==> src/rtl/bsalu_pkg.sv <==
package bsalu_pkg;
  localparam int SEL_W = 2;

  typedef enum logic [SEL_W-1:0] {
    OP_PASS = 2'b00,
    OP_ADD  = 2'b01,
    OP_AND  = 2'b10,
    OP_NOTA = 2'b11
  } op_e;
endpackage

==> src/rtl/bsalu_fa.sv <==
module bsalu_fa (
  input  wire a_i,
  input  wire b_i,
  input  wire c_i,
  output wire s_o,
  output wire c_o
);
  wire half_p;
  wire gen_g;
  wire prop_t;

  xor g_x0 (half_p, a_i, b_i);
  xor g_x1 (s_o, half_p, c_i);
  and g_a0 (gen_g, a_i, b_i);
  and g_a1 (prop_t, half_p, c_i);
  or  g_o0 (c_o, gen_g, prop_t);

  logic [1:0] fa_ref;
  always_comb begin
    fa_ref = {1'b0, a_i} + {1'b0, b_i} + {1'b0, c_i};
    AST_FA_TOTAL: assert ({c_o, s_o} == fa_ref) else $error("full adder mismatch");
  end
endmodule

==> src/rtl/bsalu_slice.sv <==
module bsalu_slice
  import bsalu_pkg::*;
(
  input  logic a_i,
  input  logic b_i,
  input  logic ci_i,
  input  op_e  op_i,
  output logic r_o,
  output logic co_o
);
  wire fa_sum;
  wire fa_cy;

  bsalu_fa u_fa (
    .a_i (a_i),
    .b_i (b_i),
    .c_i (ci_i),
    .s_o (fa_sum),
    .c_o (fa_cy)
  );

  always_comb begin
    case (op_i)
      OP_PASS: r_o = a_i;
      OP_ADD:  r_o = fa_sum;
      OP_AND:  r_o = a_i & b_i;
      default: r_o = ~a_i;
    endcase
  end

  assign co_o = (op_i == OP_ADD) & fa_cy;
endmodule

==> src/rtl/bsalu_top.sv <==
module bsalu_top
  import bsalu_pkg::*;
#(
  parameter int WIDTH = 4
) (
  input  logic [WIDTH-1:0] a_i,
  input  logic [WIDTH-1:0] b_i,
  input  logic [1:0]       sel_i,
  output logic [WIDTH-1:0] res_o,
  output logic             cout_o
);
  localparam int MSB = WIDTH - 1;

  op_e          op;
  logic [WIDTH:0] chain;

  assign op       = op_e'(sel_i);
  assign chain[0] = 1'b0;

  for (genvar k = 0; k < WIDTH; k++) begin : g_slice
    bsalu_slice u_slice (
      .a_i  (a_i[k]),
      .b_i  (b_i[k]),
      .ci_i (chain[k]),
      .op_i (op),
      .r_o  (res_o[k]),
      .co_o (chain[k+1])
    );
  end

  assign cout_o = chain[WIDTH];

  logic [WIDTH:0] add_ref;
  always_comb begin
    add_ref = {1'b0, a_i} + {1'b0, b_i};
    if (sel_i == 2'b00) begin
      AST_PASS_A: assert (res_o == a_i) else $error("pass mismatch");
    end
    if (sel_i == 2'b01) begin
      AST_ADD_SUM: assert ({cout_o, res_o} == add_ref) else $error("add mismatch");
    end
    if (sel_i == 2'b10) begin
      AST_AND_AB: assert (res_o == (a_i & b_i)) else $error("and mismatch");
    end
    if (sel_i == 2'b11) begin
      AST_NOT_A: assert ((res_o ^ a_i) == {WIDTH{1'b1}}) else $error("invert mismatch");
    end
    if (sel_i != 2'b01) begin
      AST_NO_CARRY: assert (cout_o == 1'b0) else $error("stray carry");
    end
    if (sel_i == 2'b01 && a_i == '0 && b_i == '0) begin
      AST_LSB_CIN_ZERO: assert (res_o == '0 && !cout_o) else $error("lsb carry-in");
    end
    if (sel_i == 2'b01 && a_i[MSB:0] == {WIDTH{1'b1}} && b_i == WIDTH'(1)) begin
      AST_FULL_RIPPLE: assert (res_o == '0 && cout_o) else $error("ripple");
    end
  end
endmodule

==> config.mk <==
export PLATFORM = sky130hd
export DESIGN_NAME = bsalu_top
export DESIGN_NICKNAME = d
export VERILOG_FILES = /design/src/rtl/bsalu_pkg.sv /design/src/rtl/bsalu_fa.sv /design/src/rtl/bsalu_slice.sv /design/src/rtl/bsalu_top.sv
export SDC_FILE = /design/constraint.sdc
export NUM_CORES = 1
export LEC_CHECK = 0
export ABC_AREA = 1
export CAP_MARGIN = 30
export CELL_PAD_IN_SITES_DETAIL_PLACEMENT = 0
export CELL_PAD_IN_SITES_GLOBAL_PLACEMENT = 1
export CORE_AREA = 2 2 39 41
export DETAILED_ROUTE_END_ITERATION = 10
export DIE_AREA = 0 0 41 43
export GPL_TIMING_DRIVEN = 0
export PLACE_DENSITY = 0.85
export SLEW_MARGIN = 20
export SYNTH_ARGS = -nofsm -noshare
export SYNTH_HDL_FRONTEND = slang
export SYNTH_SLANG_ARGS = --single-unit
==> constraint.sdc <==
create_clock -name vclk -period 2.78
set_input_delay 0.556 -clock vclk [all_inputs]
set_output_delay 0.556 -clock vclk [all_outputs]
set_load 0.1 [all_outputs]
After elaboration in Yosys (flattened, before gate mapping). Index checks and enable logic that the tools add are counted.

Register bits after elaboration: 0. Input port bits: 10. Output and inout bits: 5. Word-level logic and storage cells: 32.

Eq/ne operators: 2. Muxes and demuxes: 4. Bitwise gates (word level): 25. Reduce and logical (&&, ||, !) cells: 1.

Operator list (count): 1-bit one-hot mux with 3 select lines (4); 1-bit AND (11); 1-bit bitwise XOR (7); 1-bit NOT (4); 1-bit bitwise OR (3); 2-bit by 1-bit == test with 1-bit output (second input constant) (1); 2-bit == test (second input constant) (1); 2-bit zero test (1).

Logic depth before layout (Yosys ltp).
Word-level depth: 11. Gate-level depth with buffers: 12. Depth with buffers taken out: 11.

Hierarchy. A second synthesis with hierarchy kept.

Cell total of the unflattened synthesis: 49. Area, all modules: 264.0 um^2.

By module, submodules not included: bsalu_slice (times used 4, cells an instance 11, area each 45.0 um^2, sequential area each 0.0 um^2); bsalu_fa (times used 4, cells an instance 1, area each 20.0 um^2, sequential area each 0.0 um^2); bsalu_top (times used 1, cells an instance 1, area each 3.8 um^2, sequential area each 0.0 um^2).

Worst setup path after synthesis. OpenSTA, ideal clock, no wires.

Kind: in2out. Start: in sel_i[1]. End: out cout_o. Arrival: 3.294 ns. Required time: 2.224 ns. Setup slack: -1.070 ns. Stages on the path: 9. Buffers on the path: 1. Path through: buf_2 -> nor2_4 -> nand2_1 -> fa_1 -> nor2_1 -> fa_1 -> nand2_1 -> fa_1 -> nor2_1.

Word-level cells in the longest chain between the ends: 11.

RTL lines: from (decl) (line bsalu_top.sv:8) `input logic [1:0] sel_i,`; 2-bit by 1-bit == test with 1-bit output * (line bsalu_slice.sv:31) `assign co_o = (op_i == OP_ADD) & fa_cy;`; 1-bit AND (line bsalu_slice.sv:31); 1-bit AND (line bsalu_fa.sv:15) `and g_a1 (prop_t, half_p, c_i);`; 1-bit bitwise OR (line bsalu_fa.sv:16) `or g_o0 (c_o, gen_g, prop_t);`; 1-bit AND (line bsalu_slice.sv:31); 1-bit AND (line bsalu_fa.sv:15); 1-bit bitwise OR (line bsalu_fa.sv:16); 1-bit AND (line bsalu_slice.sv:31); 1-bit AND (line bsalu_fa.sv:15); 1-bit bitwise OR (line bsalu_fa.sv:16); 1-bit AND * (line bsalu_slice.sv:31); to (decl) (line bsalu_top.sv:10) `output logic cout_o`.

Every way passes the cells marked *; elsewhere a longest branch is shown, timed or not.

Worst setup path after layout.
Start: in sel_i[1]. End: out res_o[3].

Word-level cells in the longest chain between the ends: 10. Elaborated cells between the ends (all ways): 12. Those cells by class: eq/ne (2); mux (1); bitwise (8); reduce/logical (1).

RTL lines: 2-bit by 1-bit == test with 1-bit output (line bsalu_slice.sv:23, bsalu_slice.sv:31); 1-bit AND (line bsalu_slice.sv:31); 1-bit AND (line bsalu_fa.sv:15); 1-bit bitwise OR (line bsalu_fa.sv:16); 1-bit AND (line bsalu_slice.sv:31); 1-bit AND (line bsalu_fa.sv:15); 1-bit bitwise OR (line bsalu_fa.sv:16); 1-bit AND (line bsalu_slice.sv:31); 1-bit bitwise XOR (line bsalu_fa.sv:13) `xor g_x1 (s_o, half_p, c_i);`; 1-bit one-hot mux with 3 select lines * (line bsalu_slice.sv:23) `case (op_i)`; to (decl) (line bsalu_top.sv:9) `output logic [WIDTH-1:0] res_o,`.

Marked as above.

==> flow_metrics.tcl <==
set metrics [dict create \
    status "finished with violations" \
    violations "setup timing" \
    cp_max_fo 4 \
    drtIter0Drc 5 \
    ys_top_cells_by_count "nand2_1 (10), inv_1 (8), nand3_1 (8)" \
    dp.cells 78 \
    hold_slack_ps 1629 \
    routed_wl_um 835 \
    yosysMostFrequentCell "nand2_1" \
    finalCriticalPeriod_ps 3003 \
    die_h_um 43 \
    netlist_instances 48 \
    avgSynthCellArea_um2 6.412 \
    start_util 0.2224 \
    core_area_um2 1384 \
    min_path_type "in2out" \
    nNetsFinal 92 \
    clock.fmax_mhz 333.0 \
    regArea_um2 0 \
    swShare 0.5834 \
    drc_errors 0 \
    crit_required_ps 2220 \
    min-delay-start "sel_i[0]" \
    synth_mux_area_frac 0 \
    synth_top_family_by_area "simple AND/OR/NAND/NOR gates" \
    pwr-share-clk 0 \
    startpoint_type "input pin" \
    grt_usage 0.1094 \
    path_class "in2out" \
    drv_cap 0 \
    flops_and_latches 0 \
    tightestPinTransition_ps 540.9 \
    wl_per_cell_um 9.382 \
    combPwrFrac 1.000 \
    synth-compound-area-share 0 \
    yosys.area_share.simple 0.4065 \
    synth-seq-area-share 0 \
    drtPass1Iterations 4 \
    io_buffers 14 \
    grt_overflow 0 \
    slew_headroom 0.6411 \
    netlist_area_um2 307.8 \
    grt_pass1_vias 359 \
    place_congestion 0.7148 \
    dp_slack_ps -1910 \
    power_leakage_uw 0.0003065 \
    synth-xor-area-share 0 \
    p_sw_uw 89.88 \
    slew_violations 0 \
    min_to "res_o[3]" \
    fin_crit_sh 1.080 \
    hold_depth 5 \
    p_int_uw 64.19 \
    ios 15 \
    syn2layout_area_growth_pct 110.2 \
    die_width_um 41 \
    clock_buffers 0 \
    antenna_left 0 \
    diodes 0 \
    yosysUniqueCellTypes 11 \
    seqPwrFrac 0 \
    ctsHoldBuffers 0 \
    rsz0062_at_grt "yes" \
    setup_viol 1 \
    irDropWorstVdd_uv 106.6 \
    hpwl_um 542.9 \
    endpoint_kind "output pin" \
    final_util 0.4675 \
    grt_start_max_net_pins 7 \
    drive_gt1_frac 0.5479 \
    grt_pass1_wl_um 1449 \
    p_per_area_nw_per_um2 238.2 \
    antenna_found_initial 0 \
    yosys-top-cells-area "fa_1 (20%), ha_1 (16%), nand3_1 (13%)" \
    ys_warn_count 0 \
    synth_nets 65 \
    hold_viol 0 \
    vias 395 \
    cp.arrival_ps 2450 \
    yosysTopAreaCellShare 0.1951 \
    setup_ws_ps -223.3 \
    synth_fa_ha_area_frac 0.3577 \
    fin_cells 89 \
    yosysTopAreaCell "fa_1" \
    via_per_inst 4.438 \
    dieArea_um2 1763 \
    row_count 14 \
]
-- worst max path at each step --
stage / from / to / slack [ps]
after floorplan: sel_i[1] / res_o[3] / -260
after global placement: sel_i[0] / res_o[3] / -1920
after detailed placement: sel_i[0] / res_o[3] / -1910
after CTS: sel_i[1] / res_o[3] / -250
after global routing: sel_i[1] / res_o[3] / -300
final: sel_i[1] / res_o[3] / -220
-- per-stage QoR --
| step | instance area, um2 | power (uW) | setup TNS (ps) |
|---|---|---|---|
| finish | 646.9 | 154.1 | -223.3 |
| global route | 646.9 | 164.3 | -362.1 |
| CTS | 595.6 | 141.9 | -253.2 |
| detailed placement | 510.5 | 130.8 | -6808 |
| global placement | 510.5 | 129.6 | -6893 |
| floorplan | 350.3 | 96.57 | -471.0 |
-- worst max-delay path: stages --
cell	delay, ps
buf_12	110
nor2_4	100
nand2_2	50
fa_2	340
nor2_2	100
fa_2	200
nand2_2	60
fa_2	530
inv_2	30
nand2_1	50
nand4_1	120
buf_12	200
-- placed cells by master (no fill, tap or decap) --
| cell type | Yosys | final |
|---|---|---|
| inv_1 | 8 | 5 |
| clkbuf_2 | 0 | 1 |
| fa_2 | 0 | 3 |
| clkdlybuf4s50_1 | 0 | 4 |
| nand4_1 | 4 | 4 |
| ha_1 | 4 | 3 |
| nand3_1 | 8 | 8 |
| nor2_1 | 3 | 1 |
| buf_6 | 0 | 1 |
| buf_12 | 0 | 5 |
| nor2_4 | 1 | 2 |
| nand2_2 | 0 | 2 |
| inv_2 | 2 | 4 |
| ha_4 | 0 | 1 |
| nand2_1 | 10 | 8 |
| buf_8 | 0 | 1 |
| nor2_2 | 0 | 1 |
| buf_4 | 4 | 15 |
| clkdlybuf4s15_2 | 0 | 2 |
| buf_2 | 1 | 1 |
| inv_8 | 0 | 1 |
-- power groups by stage --
stage	logic, uW	registers (uW)	clock network [uW]
5_1_grt	164	0	0
6_report	154	0	0
4_1_cts	142	0	0
3_3_place_gp	130	0	0
3_5_place_dp	131	0	0
2_1_floorplan	96.6	0	0
-- layout make-up --
| cell class | instances | area (um2) |
|---|---|---|
| fill | 146 | 737.0 |
| buffer | 4 | 42.54 |
| inverter | 10 | 45.04 |
| timing repair buffer | 26 | 269.0 |
| multi-input combinational | 33 | 270.3 |
| tap | 16 | 20.02 |
-- metal layers --
layer  GRT usage  vias to the layer above  part of all wire
met5           0                        -                 0
met4           0                        0                 0
met1      0.1479                      185              0.40
met2      0.1969                       12              0.56
met3           0                        0             0.042
li1            -                      198                 -
-- cell families (layout without fill, tap and decap cells) --
group / count (synthesis) / in the layout
adder cells (fa/ha/maj): 7 / 7
AND/OR/NAND/NOR: 26 / 26
buffers and inverters: 15 / 40
-- repair_timing --
item                                    CTS  global route
endpoints found under the setup margin    5             4
pin swaps                                 8             3
resized for setup                        60             9
setup buffers                             8             4
Power figures use the tool's default switching activity.
